--- src/rtl/mlvic_pkg.sv ---
package mlvic_pkg;
   localparam int NLVL  = 3;
   localparam int LVL_W = 2;
   typedef logic [LVL_W-1:0] lvl_t;
   typedef logic [NLVL-1:0]  lvl_mask_t;
endpackage

--- src/rtl/mlvic_flags.sv ---
module mlvic_flags #(
   parameter int              NSRC     = 8,
   parameter logic [NSRC-1:0] AUTO_CLR = '1
) (
   input  logic            clk,
   input  logic            rst_n,
   input  logic [NSRC-1:0] cond_i,
   input  logic [NSRC-1:0] clr_i,
   input  logic [NSRC-1:0] ack_hit_i,
   output logic [NSRC-1:0] flag_o
);
   logic [NSRC-1:0] flag_q;
   logic [NSRC-1:0] drop;

   assign drop   = clr_i | (ack_hit_i & AUTO_CLR);
   assign flag_o = flag_q;

   always_ff @(posedge clk or negedge rst_n) begin
      if (!rst_n) flag_q <= '0;
      else        flag_q <= (flag_q & ~drop) | cond_i;
   end

   AST_FLAG_SET: assert property (@(posedge clk) disable iff (!rst_n)
      (|cond_i) |=> ((flag_q & $past(cond_i)) == $past(cond_i)));
   AST_ACK_DROP: assert property (@(posedge clk) disable iff (!rst_n)
      (|(ack_hit_i & AUTO_CLR & ~cond_i)) |=> ((flag_q & $past(ack_hit_i & AUTO_CLR & ~cond_i)) == '0));
endmodule

--- src/rtl/mlvic_arb.sv ---
module mlvic_arb
   import mlvic_pkg::*;
#(
   parameter int NSRC  = 8,
   parameter int SRC_W = (NSRC > 1) ? $clog2(NSRC) : 1
) (
   input  logic [NSRC-1:0]       flag_i,
   input  logic [NSRC-1:0]       src_en_i,
   input  logic [LVL_W*NSRC-1:0] src_lvl_i,
   input  lvl_mask_t             lvl_en_i,
   input  lvl_t                  top_i,
   output logic                  found_o,
   output lvl_t                  lvl_o,
   output logic [SRC_W-1:0]      src_o
);
   logic [NSRC-1:0] pend [NLVL+1];

   assign pend[0] = '0;
   for (genvar l = 1; l <= NLVL; l++) begin : g_lvl
      for (genvar s = 0; s < NSRC; s++) begin : g_src
         assign pend[l][s] = flag_i[s] & src_en_i[s]
                           & (src_lvl_i[LVL_W*s +: LVL_W] == lvl_t'(l));
      end
   end

   always_comb begin
      found_o = 1'b0;
      lvl_o   = '0;
      for (int l = NLVL; l >= 1; l--) begin
         if (!found_o && (lvl_t'(l) > top_i) && lvl_en_i[l-1] && (|pend[l])) begin
            found_o = 1'b1;
            lvl_o   = lvl_t'(l);
         end
      end
   end

   always_comb begin
      src_o = '0;
      for (int s = NSRC-1; s >= 0; s--) begin
         if (pend[lvl_o][s]) src_o = SRC_W'(s);
      end
   end
endmodule

--- src/rtl/mlvic_gate.sv ---
module mlvic_gate #(
   parameter int BLACKOUT = 4,
   parameter int CNT_W    = $clog2(BLACKOUT + 1)
) (
   input  logic clk,
   input  logic rst_n,
   input  logic gie_i,
   input  logic retire_i,
   input  logic reti_i,
   input  logic ccp_i,
   output logic open_o
);
   logic             gie_q;
   logic             gap_q;
   logic [CNT_W-1:0] blk_q;

   always_ff @(posedge clk or negedge rst_n) begin
      if (!rst_n) begin
         gie_q <= 1'b0;
         gap_q <= 1'b0;
         blk_q <= '0;
      end else begin
         gie_q <= gie_i;
         if (reti_i || (gie_i && !gie_q)) gap_q <= 1'b1;
         else if (retire_i)               gap_q <= 1'b0;
         if (ccp_i)                       blk_q <= CNT_W'(BLACKOUT);
         else if (blk_q != '0)            blk_q <= blk_q - 1'b1;
      end
   end

   assign open_o = !gap_q && (blk_q == '0);

   AST_CCP_BLOCK: assert property (@(posedge clk) disable iff (!rst_n)
      ccp_i |=> !open_o);
   AST_RETI_GAP: assert property (@(posedge clk) disable iff (!rst_n)
      reti_i |=> !open_o);
endmodule

--- src/rtl/mlvic_nest.sv ---
module mlvic_nest
   import mlvic_pkg::*;
(
   input  logic      clk,
   input  logic      rst_n,
   input  logic      ack_go_i,
   input  lvl_t      ack_lvl_i,
   input  logic      reti_i,
   input  logic      ret_i,
   output lvl_mask_t stat_o,
   output lvl_t      top_o
);
   lvl_mask_t stat_q;
   lvl_mask_t clr_m;
   lvl_mask_t set_m;

   always_comb begin
      top_o = '0;
      for (int l = 1; l <= NLVL; l++) begin
         if (stat_q[l-1]) top_o = lvl_t'(l);
      end
   end

   assign clr_m  = (reti_i && top_o != '0) ? (lvl_mask_t'(1) << (top_o - lvl_t'(1))) : '0;
   assign set_m  = (ack_go_i && ack_lvl_i != '0) ? (lvl_mask_t'(1) << (ack_lvl_i - lvl_t'(1))) : '0;
   assign stat_o = stat_q;

   always_ff @(posedge clk or negedge rst_n) begin
      if (!rst_n) stat_q <= '0;
      else        stat_q <= (stat_q & ~clr_m) | set_m;
   end

   AST_RET_KEEPS: assert property (@(posedge clk) disable iff (!rst_n)
      (ret_i && !reti_i && !ack_go_i) |=> $stable(stat_q));
   AST_RETI_POPS: assert property (@(posedge clk) disable iff (!rst_n)
      (reti_i && !ack_go_i && stat_q != '0) |=> ($countones(stat_q) == $countones($past(stat_q)) - 1));
   AST_ACK_MARKS: assert property (@(posedge clk) disable iff (!rst_n)
      (ack_go_i && !reti_i) |=> ($countones(stat_q) == $countones($past(stat_q)) + 1));
endmodule

--- src/rtl/mlvic_top.sv ---
module mlvic_top
   import mlvic_pkg::*;
#(
   parameter int              NSRC     = 8,
   parameter int              BLACKOUT = 4,
   parameter logic [NSRC-1:0] AUTO_CLR = {1'b0, {(NSRC-1){1'b1}}},
   parameter int              VEC_W    = $clog2(NSRC + 1)
) (
   input  logic                  clk,
   input  logic                  rst_n,
   input  logic [NSRC-1:0]       cond_i,
   input  logic [NSRC-1:0]       flag_clr_i,
   input  logic [NSRC-1:0]       src_en_i,
   input  logic [LVL_W*NSRC-1:0] src_lvl_i,
   input  logic [NLVL-1:0]       lvl_en_i,
   input  logic                  gie_i,
   input  logic                  retire_i,
   input  logic                  reti_i,
   input  logic                  ret_i,
   input  logic                  ccp_i,
   input  logic                  ack_i,
   output logic                  irq_o,
   output logic [VEC_W-1:0]      vec_o,
   output logic [NLVL-1:0]       status_o,
   output logic [NSRC-1:0]       flag_o
);
   localparam int SRC_W = (NSRC > 1) ? $clog2(NSRC) : 1;

   if (NSRC < 2 || NSRC > 64) begin : g_bad_nsrc
      $error("mlvic_top: NSRC must lie in 2..64");
   end
   if (BLACKOUT < 1) begin : g_bad_blk
      $error("mlvic_top: BLACKOUT must be at least 1");
   end

   logic             found;
   logic             open_w;
   logic             ack_go;
   lvl_t             win_lvl;
   lvl_t             top_lvl;
   logic [SRC_W-1:0] win_src;
   logic [NSRC-1:0]  ack_hit;

   mlvic_arb #(.NSRC(NSRC), .SRC_W(SRC_W)) u_arb (
      .flag_i(flag_o), .src_en_i(src_en_i), .src_lvl_i(src_lvl_i),
      .lvl_en_i(lvl_en_i), .top_i(top_lvl),
      .found_o(found), .lvl_o(win_lvl), .src_o(win_src));

   mlvic_gate #(.BLACKOUT(BLACKOUT)) u_gate (
      .clk(clk), .rst_n(rst_n), .gie_i(gie_i), .retire_i(retire_i),
      .reti_i(reti_i), .ccp_i(ccp_i), .open_o(open_w));

   assign irq_o   = gie_i && open_w && found;
   assign vec_o   = irq_o ? (VEC_W'(win_src) + VEC_W'(1)) : '0;
   assign ack_go  = ack_i && irq_o;
   assign ack_hit = ack_go ? (NSRC'(1) << win_src) : '0;

   mlvic_flags #(.NSRC(NSRC), .AUTO_CLR(AUTO_CLR)) u_flags (
      .clk(clk), .rst_n(rst_n), .cond_i(cond_i), .clr_i(flag_clr_i),
      .ack_hit_i(ack_hit), .flag_o(flag_o));

   mlvic_nest u_nest (
      .clk(clk), .rst_n(rst_n), .ack_go_i(ack_go), .ack_lvl_i(win_lvl),
      .reti_i(reti_i), .ret_i(ret_i), .stat_o(status_o), .top_o(top_lvl));

   AST_ABOVE_TOP: assert property (@(posedge clk) disable iff (!rst_n)
      irq_o |-> (win_lvl > top_lvl));
   AST_IRQ_PENDING: assert property (@(posedge clk) disable iff (!rst_n)
      irq_o |-> ((flag_o & src_en_i) != '0));
   AST_VEC_NONZERO: assert property (@(posedge clk) disable iff (!rst_n)
      irq_o |-> (vec_o != '0));
endmodule

--- config.mk ---
export PLATFORM = sky130hd
export DESIGN_NAME = mlvic_top
export DESIGN_NICKNAME = d
export VERILOG_FILES = /design/src/rtl/mlvic_pkg.sv /design/src/rtl/mlvic_flags.sv /design/src/rtl/mlvic_arb.sv /design/src/rtl/mlvic_gate.sv /design/src/rtl/mlvic_nest.sv /design/src/rtl/mlvic_top.sv
export SDC_FILE = /design/constraint.sdc
export NUM_CORES = 1
export LEC_CHECK = 0
export BUFFER_PORTS_ARGS = -buffer_cell sky130_fd_sc_hd__buf_4
export CAP_MARGIN = 0
export CORE_ASPECT_RATIO = 0.6
export CORE_MARGIN = 4
export CORE_UTILIZATION = 31
export CTS_CLUSTER_DIAMETER = 40
export DETAILED_ROUTE_END_ITERATION = 7
export PLACE_DENSITY = 0.6
export SETUP_SLACK_MARGIN = 0.2
export SYNTH_ARGS = -nofsm -noshare
export SYNTH_HDL_FRONTEND = slang
export SYNTH_SLANG_ARGS = --single-unit
--- constraint.sdc ---
create_clock -name clk -period 3 [get_ports clk]
set_clock_uncertainty 0.1 [all_clocks]
set_input_delay 0 -clock clk [delete_from_list [all_inputs] [get_ports clk]]
set_output_delay 0 -clock clk [all_outputs]
set_load 0.01 [all_outputs]
-- Yosys cells after proc, flatten, opt, wreduce, memory -nomap -nowiden
Index checks and enable logic that the tools add are counted.
- bits in registers: 16
- bits in latches: 0
- RAM bits: 0
- memory bits (read-only): 0
- input port bits: 51
- output and inout bits: 16
- logic and storage cells: 137
- memories: 0
- add/subtract/negate cells: 4
- multipliers: 0
- divide/modulo/power cells: 0
- order comparisons: 4
- equality and inequality tests: 24
- shift operators: 3
- muxes and demuxes: 28
- bitwise operators: 40
- reductions and logical operators: 29
- operators with widths (cell ; number):
    2-to-1 mux 3 bit ; 12
    bitwise AND 1 bit ; 32
    == test 2 bit (second input constant) ; 16
    OR reduction 8 bit ; 3
    binary-select mux 8 bit (select 2 bit) ; 1
    == test 2 x 1 -> 1 bit (second input constant) ; 8
    2-to-1 mux 8 bit ; 2
    logical AND 1 bit ; 15
    2-to-1 mux 2 bit ; 5
    bitwise AND 8 bit ; 1
    inverter 8 bit ; 1
    OR 8 x 7 -> 8 bit ; 1
    OR 8 bit ; 1
    nonzero test 2 bit ; 4
    2-to-1 mux 7 bit ; 1
    left shift 1 x 3 -> 7 bit (first input constant) ; 1
    2-to-1 mux 1 bit ; 6
    left shift 1 x 2 -> 3 bit (first input constant) ; 2
    adder 3 x 1 -> 4 bit (second input constant) ; 1
    greater-than comparator 2 bit (first input constant) ; 2
    logical NOT 1 bit ; 4
    2-to-1 mux 4 bit ; 1
    subtractor 2 x 1 -> 2 bit (second input constant) ; 2
    bitwise AND 3 bit ; 1
    other kinds (9) ; 9

-- Depth between registers and ports, before layout
- word-level depth: 35
- gate-level depth with buffers: 12
- mapped depth without buffers: 12

-- Hierarchy
Synthesis repeated with hierarchy kept, for this count alone.
- cell total of the unflattened synthesis: 200
- area, all modules: 1596.5 µm²
- modules (own cells, without submodules) (module ; times used ; cells an instance ; area an instance (µm²) ; seq. area each (µm²)):
    mlvic_arb ; 1 ; 108 ; 705.7 ; 0.0
    mlvic_flags ; 1 ; 24 ; 290.3 ; 200.2
    mlvic_gate ; 1 ; 22 ; 251.5 ; 125.1
    mlvic_top ; 1 ; 30 ; 202.7 ; 0.0
    mlvic_nest ; 1 ; 16 ; 146.4 ; 75.1

-- Least setup slack after synthesis
Ideal clock, no wire load.
- path type: flip-flop to flip-flop
- start point: reg u_flags.flag_q[0] (netlist: u_flags.flag_o[0])
- end point: reg u_flags.flag_q[3] (netlist: u_flags.flag_o[3])
- library setup time: 0.120 ns
- arrival: 2.580 ns
- data required time: 2.780 ns
- path slack: 0.200 ns
- stages on the path, launching flop included: 13
- path buffers: 0
- period minus slack after synthesis: 2.800 ns
- cell sequence: dfrtp_1 > nand4b_1 > o211ai_2 > o31ai_4 > nand3_4 > o31ai_4 > a311oi_1 > nor3_1 > o21a_1 > ha_1 > ha_1 > nand3_1 > a31o_2
- longest elaborated chain between the ends: 33
- elaborated cells between the ends (all ways): 42
- those cells by class: shift: 1; mux: 18; bitwise: 9; reduce/logical: 14
- RTL lines (element ; RTL line ; source):
    start, declared ; mlvic_flags.sv:12 ; logic [NSRC-1:0] flag_q;
    start signal, assigned ; mlvic_flags.sv:20 ; else flag_q <= (flag_q & ~drop) | cond_i;
    bitwise AND 1 bit * ; mlvic_arb.sv:21 ; assign pend[l][s] = flag_i[s] & src_en_i[s]
    bitwise AND 1 bit ; mlvic_arb.sv:22 ; & (src_lvl_i[LVL_W*s +: LVL_W] == lvl_t'(l));
    OR reduction 8 bit ; mlvic_arb.sv:30 ; if (!found_o && (lvl_t'(l) > top_i) && lvl_en_i[l-1] && (|pend[l])) begin
    logical AND 1 bit ; mlvic_arb.sv:30 ;
    2-to-1 mux 1 bit ; mlvic_arb.sv:30 ;
    logical NOT 1 bit ; mlvic_arb.sv:30 ;
    logical AND 1 bit (3 in a row) ; mlvic_arb.sv:30 ;
    2-to-1 mux 1 bit ; mlvic_arb.sv:30 ;
    (+7 left out) ; - ;
    2-to-1 mux 8 bit (implied by the code) (2 in a row) ; mlvic_arb.sv:40 ; if (pend[lvl_o][s]) src_o = SRC_W'(s);
    2-to-1 mux 3 bit (8 in a row) ; mlvic_arb.sv:40 ;
    left shift 1 x 3 -> 7 bit ; mlvic_top.sv:56 ; assign ack_hit = ack_go ? (NSRC'(1) << win_src) : '0;
    2-to-1 mux 7 bit * ; mlvic_top.sv:56 ;
    OR 8 x 7 -> 8 bit * ; mlvic_flags.sv:15 ; assign drop = clr_i | (ack_hit_i & AUTO_CLR);
    inverter 8 bit * ; mlvic_flags.sv:20 ;
    bitwise AND 8 bit * ; mlvic_flags.sv:20 ;
    OR 8 bit * ; mlvic_flags.sv:20 ;
Mark *: on every way between the ends. The rest lies on a longest branch, timed or not. The select of a mux whose other input is x is not followed.
A chain may end at the register's enable or synchronous reset.

-- Worst setup path after layout
- start point: reg u_flags.flag_q[0] (netlist: u_flags.flag_o[0])
- end point: out vec_o[2]
- longest elaborated chain between the ends: 29
- elaborated cells between the ends (all ways): 37
- those cells by class: add/sub: 1; mux: 18; bitwise: 5; reduce/logical: 13
- RTL lines (element ; RTL line ; source):
    bitwise AND 1 bit * ; mlvic_arb.sv:21 ;
    bitwise AND 1 bit ; mlvic_arb.sv:22 ;
    OR reduction 8 bit ; mlvic_arb.sv:30 ;
    logical AND 1 bit ; mlvic_arb.sv:30 ;
    2-to-1 mux 1 bit ; mlvic_arb.sv:30 ;
    logical NOT 1 bit ; mlvic_arb.sv:30 ;
    logical AND 1 bit (3 in a row) ; mlvic_arb.sv:30 ;
    2-to-1 mux 1 bit ; mlvic_arb.sv:30 ;
    logical NOT 1 bit ; mlvic_arb.sv:30 ;
    logical AND 1 bit (3 in a row) ; mlvic_arb.sv:30 ;
    2-to-1 mux 2 bit ; mlvic_arb.sv:30 ;
    inverter 2 -> 3 bit (implied by the code) ; mlvic_arb.sv:40 ;
    binary-select mux 8 bit (select 2 bit) ; mlvic_arb.sv:40 ;
    2-to-1 mux 8 bit (implied by the code) (2 in a row) ; mlvic_arb.sv:40 ;
    2-to-1 mux 3 bit (8 in a row) ; mlvic_arb.sv:40 ;
    adder 3 x 1 -> 4 bit ; mlvic_top.sv:54 ; assign vec_o = irq_o ? (VEC_W'(win_src) + VEC_W'(1)) : '0;
    2-to-1 mux 4 bit * ; mlvic_top.sv:54 ;
    end, declared ; mlvic_top.sv:23 ; output logic [VEC_W-1:0] vec_o,
Marks and branches as above.

==> metrics.txt <==
crit path cell chain nand4b_1 > o211ai_2 > o31ai_4 > buf_4 > nand3_4 > buf_6 > o31ai_4 > nor3_2 > o21a_1 > ha_4 > ha_4 > nor2_2 > buf_4; chip height about 62 um; top cell type's share of synthesized area 26.4%; Final Hold Vio Count 0; routability cong. about 0.94; critical path type reg2out; Clock Pin Slew Worst Setup and Hold Paths 0.07 ns; n_diodes 0; Leak ~1.3 nW; CTS tree done; XOR/XNOR Fraction of Synth Area less than 1%; compound-gate portion of the synthesized area between 30% and 40%; Max-Cap Viols 0; Crit Path Max Fanout 5; Post-Syn Instances around 170; GRT Total Usage 18.8%; nets@finish approximately 360; Initial DRC Count 91; Setup crit end kind output port; vias in the first global route 1,905; minimum clock period about 3 ns; Seq cells post-synth 16; Critical Path Source u_flags.flag_o[0]$_DFF_PN0_; routed wire length approximately 5.8 mm; post-synthesis mux area share 0%; final setup vio count 0; IR Drop Worst-Case VDD about 280 uV; Synth Area in Adders just under 6%; DRT Pass-1 Iters 4; largest family of logic cells by synthesized area compound AO/OA/AOI/OAI gates; H-Tree Depth 1; routed vias/inst between 5 and 6; final period utilization 99.7%; total power slightly below 0.9 mW; post-synthesis simple-gate area fraction a little under a third; EDFF count, synth 0; cell with the most instances after synthesis inv_1; Async S/R FF share, synth between 90% and 100%; Post-synth top cells 17 x inv_1, 16 x a21oi_1, 16 x dfrtp_1; Hold Path Class in2reg; Post-Syn Nets 230; num ports 67; status finished, final reports clean; CTS Sinks 16; first-pass GRT wire length ~9.4 mm; detailed-route wire length per cell 15.7 um; FMAX 334 MHz; cts bufs inserted 3; Cell Area, Synth roughly 0.0015 sq mm; slowest stage cell on the critical path dfrtp_1; starting density of the core between 30% and 40%; Pwr Density between 300 and 400 mW/mm^2; post-synth cell types 48; vias between 1.5k and 2k; WP data arrival just under 3 ns; Area contributors post-synth dfrtp_1 26%, ha_1 5.8%, a21oi_1 5.3%; Setup TNS 0 ns; YS warnings 0; Slew Viols, Final 0; Post-synth top flop dfrtp_1; post-synth top area cell dfrtp_1; total gr overflow 0; Critical Path Source Type flip-flop; # DRC 0; share of cells above drive strength 1 between 50 and 60%; relative slew slack between 60% and 70%; worst hold start ack_i; initial antenna violation count 0; CP peak stage delay 0.41 ns; IO Port Bufs 65; Req. time, crit path 2.90 ns; Site Rows 19; Core Box Area ~0.0047 sq mm; worst skew pair latency ~0.25 ns; sequential-to-total area share from yosys stat around a quarter; final core utilization about three fifths; DP HPWL 4.28 mm; DIE AREA roughly 0.0061 sq mm; clock tree buffer depth 2; syn avg cell area around 9 sq um; Root Buffer Master clkbuf_8; largest net degree at the start of global routing 17; Slew @ Worst Pin 0.515 ns; die width a little under 100 um; area grow syn2layout 89.0%; RSZ-0062 raised after global routing yes; R2R Path Start u_flags.flag_o[0]$_DFF_PN0_; Routed Antenna Nets 0
state kept, by name (all words and copies together) (netlist names):
signal	cells
u_gate.blk_q	3
u_gate.gie_q	1
u_nest.stat_o	3
u_flags.flag_o	8
u_gate.gap_q	1
layout make-up:
| type | count | area, sq um |
|---|---|---|
| Timing Repair Buffer | 129 | 1050 |
| Inverter | 18 | 67.6 |
| Sequential cell | 16 | 405 |
| Clock buffer | 3 | 41.3 |
| Tap cell | 63 | 78.8 |
| Multi-Input combinational cell | 138 | 1220 |
| Fill cell | 380 | 1790 |
timing repair:
item | 4_1_cts | 5_1_grt
resized for setup | 28 | 10
buffers inserted | 27 | 5
pin swaps | 26 | 12
hold endpoints to repair | 31 | 0
hold buffers | 23 | 0
endpoints found under the setup margin | 10 | 11
cells in the final DEF, fill, tap and decap left out, types with 5 or more instances in the layout:
| cell type | netlist | final |
|---|---|---|
| dfrtp_1 | 16 | 12 |
| inv_1 | 17 | 17 |
| nand2_1 | 10 | 9 |
| nand3_1 | 14 | 11 |
| dlygate4sd3_1 | 0 | 23 |
| nor2_1 | 9 | 6 |
| a21oi_1 | 16 | 14 |
| buf_4 | 0 | 101 |
| nand4b_1 | 5 | 5 |
| nand4_1 | 7 | 7 |
| o21ai_0 | 7 | 5 |
path summary, 6_finish.rpt:
kind / to / slack [ns] / cells after the start
worst max-delay path: vec_o[2] / 0.008 / 13
worst min-delay path: u_flags.flag_o[3]$_DFF_PN0_ / 0.004 / 3
worst max register to register: u_flags.flag_o[6]$_DFF_PN0_ / 0.07 / 13
worst min register to register: u_gate.blk_q[2]$_DFFE_PN0P_ / 0.38 / 1
max in group asynchronous: u_flags.flag_o[5]$_DFF_PN0_ / 2.53 / 2
min in group asynchronous: u_gate.blk_q[0]$_DFFE_PN0P_ / 0.06 / 2
metrics by stage:
| step | instances | area [sq um] | worst slack (ns) | hold slack (ns) |
|---|---|---|---|---|
| 2_1_floorplan | 172 | 1530 | 0.271 | -0.396 |
| 6_report | 367 | 2870 | 0.00770 | 0.00369 |
| 3_3_place_gp | 309 | 2160 | 0.0800 | -0.222 |
| 5_1_grt | 367 | 2870 | -0.116 | 0.00952 |
| 3_5_place_dp | 309 | 2160 | 0.0601 | -0.216 |
| 4_1_cts | 362 | 2780 | 0.0372 | 0.00114 |
kinds of logic (layout without fill, tap and decap cells):
kind of cell	count (synthesis)	in the layout
compound gates	57	57
xor+xnor	1	1
fa+ha+maj	7	7
buf+inv	18	150
flops	16	16
simple gates	73	73
worst max-delay path: cells and delay by family, from the launching register on:
family                     cells  cell delay, ns
buffers and inverters          3            0.45
and+or+nand+nor                4            0.41
adders and majority gates      2            0.43
AOI/OAI and AO/OA              4            0.94
DFF                            1            0.41
power breakdown:
part           total, mW  internal, mW  switching [mW]  leakage, nW
registers          0.264         0.243          0.0208        0.181
logic              0.459         0.244           0.215         1.08
clock network      0.168        0.0892          0.0786       0.0216
total              0.890         0.576           0.315         1.28
layer usage:
layer,part of all wire [%],vias up,track usage (%)
met5,0,-,0
met4,0.17,0,1.53
met3,9.7,2,3.91
met1,49,885,29.0
met2,41,79,27.8
li1,-,933,-
No activity file was read; power rests on OpenSTA's default activity.
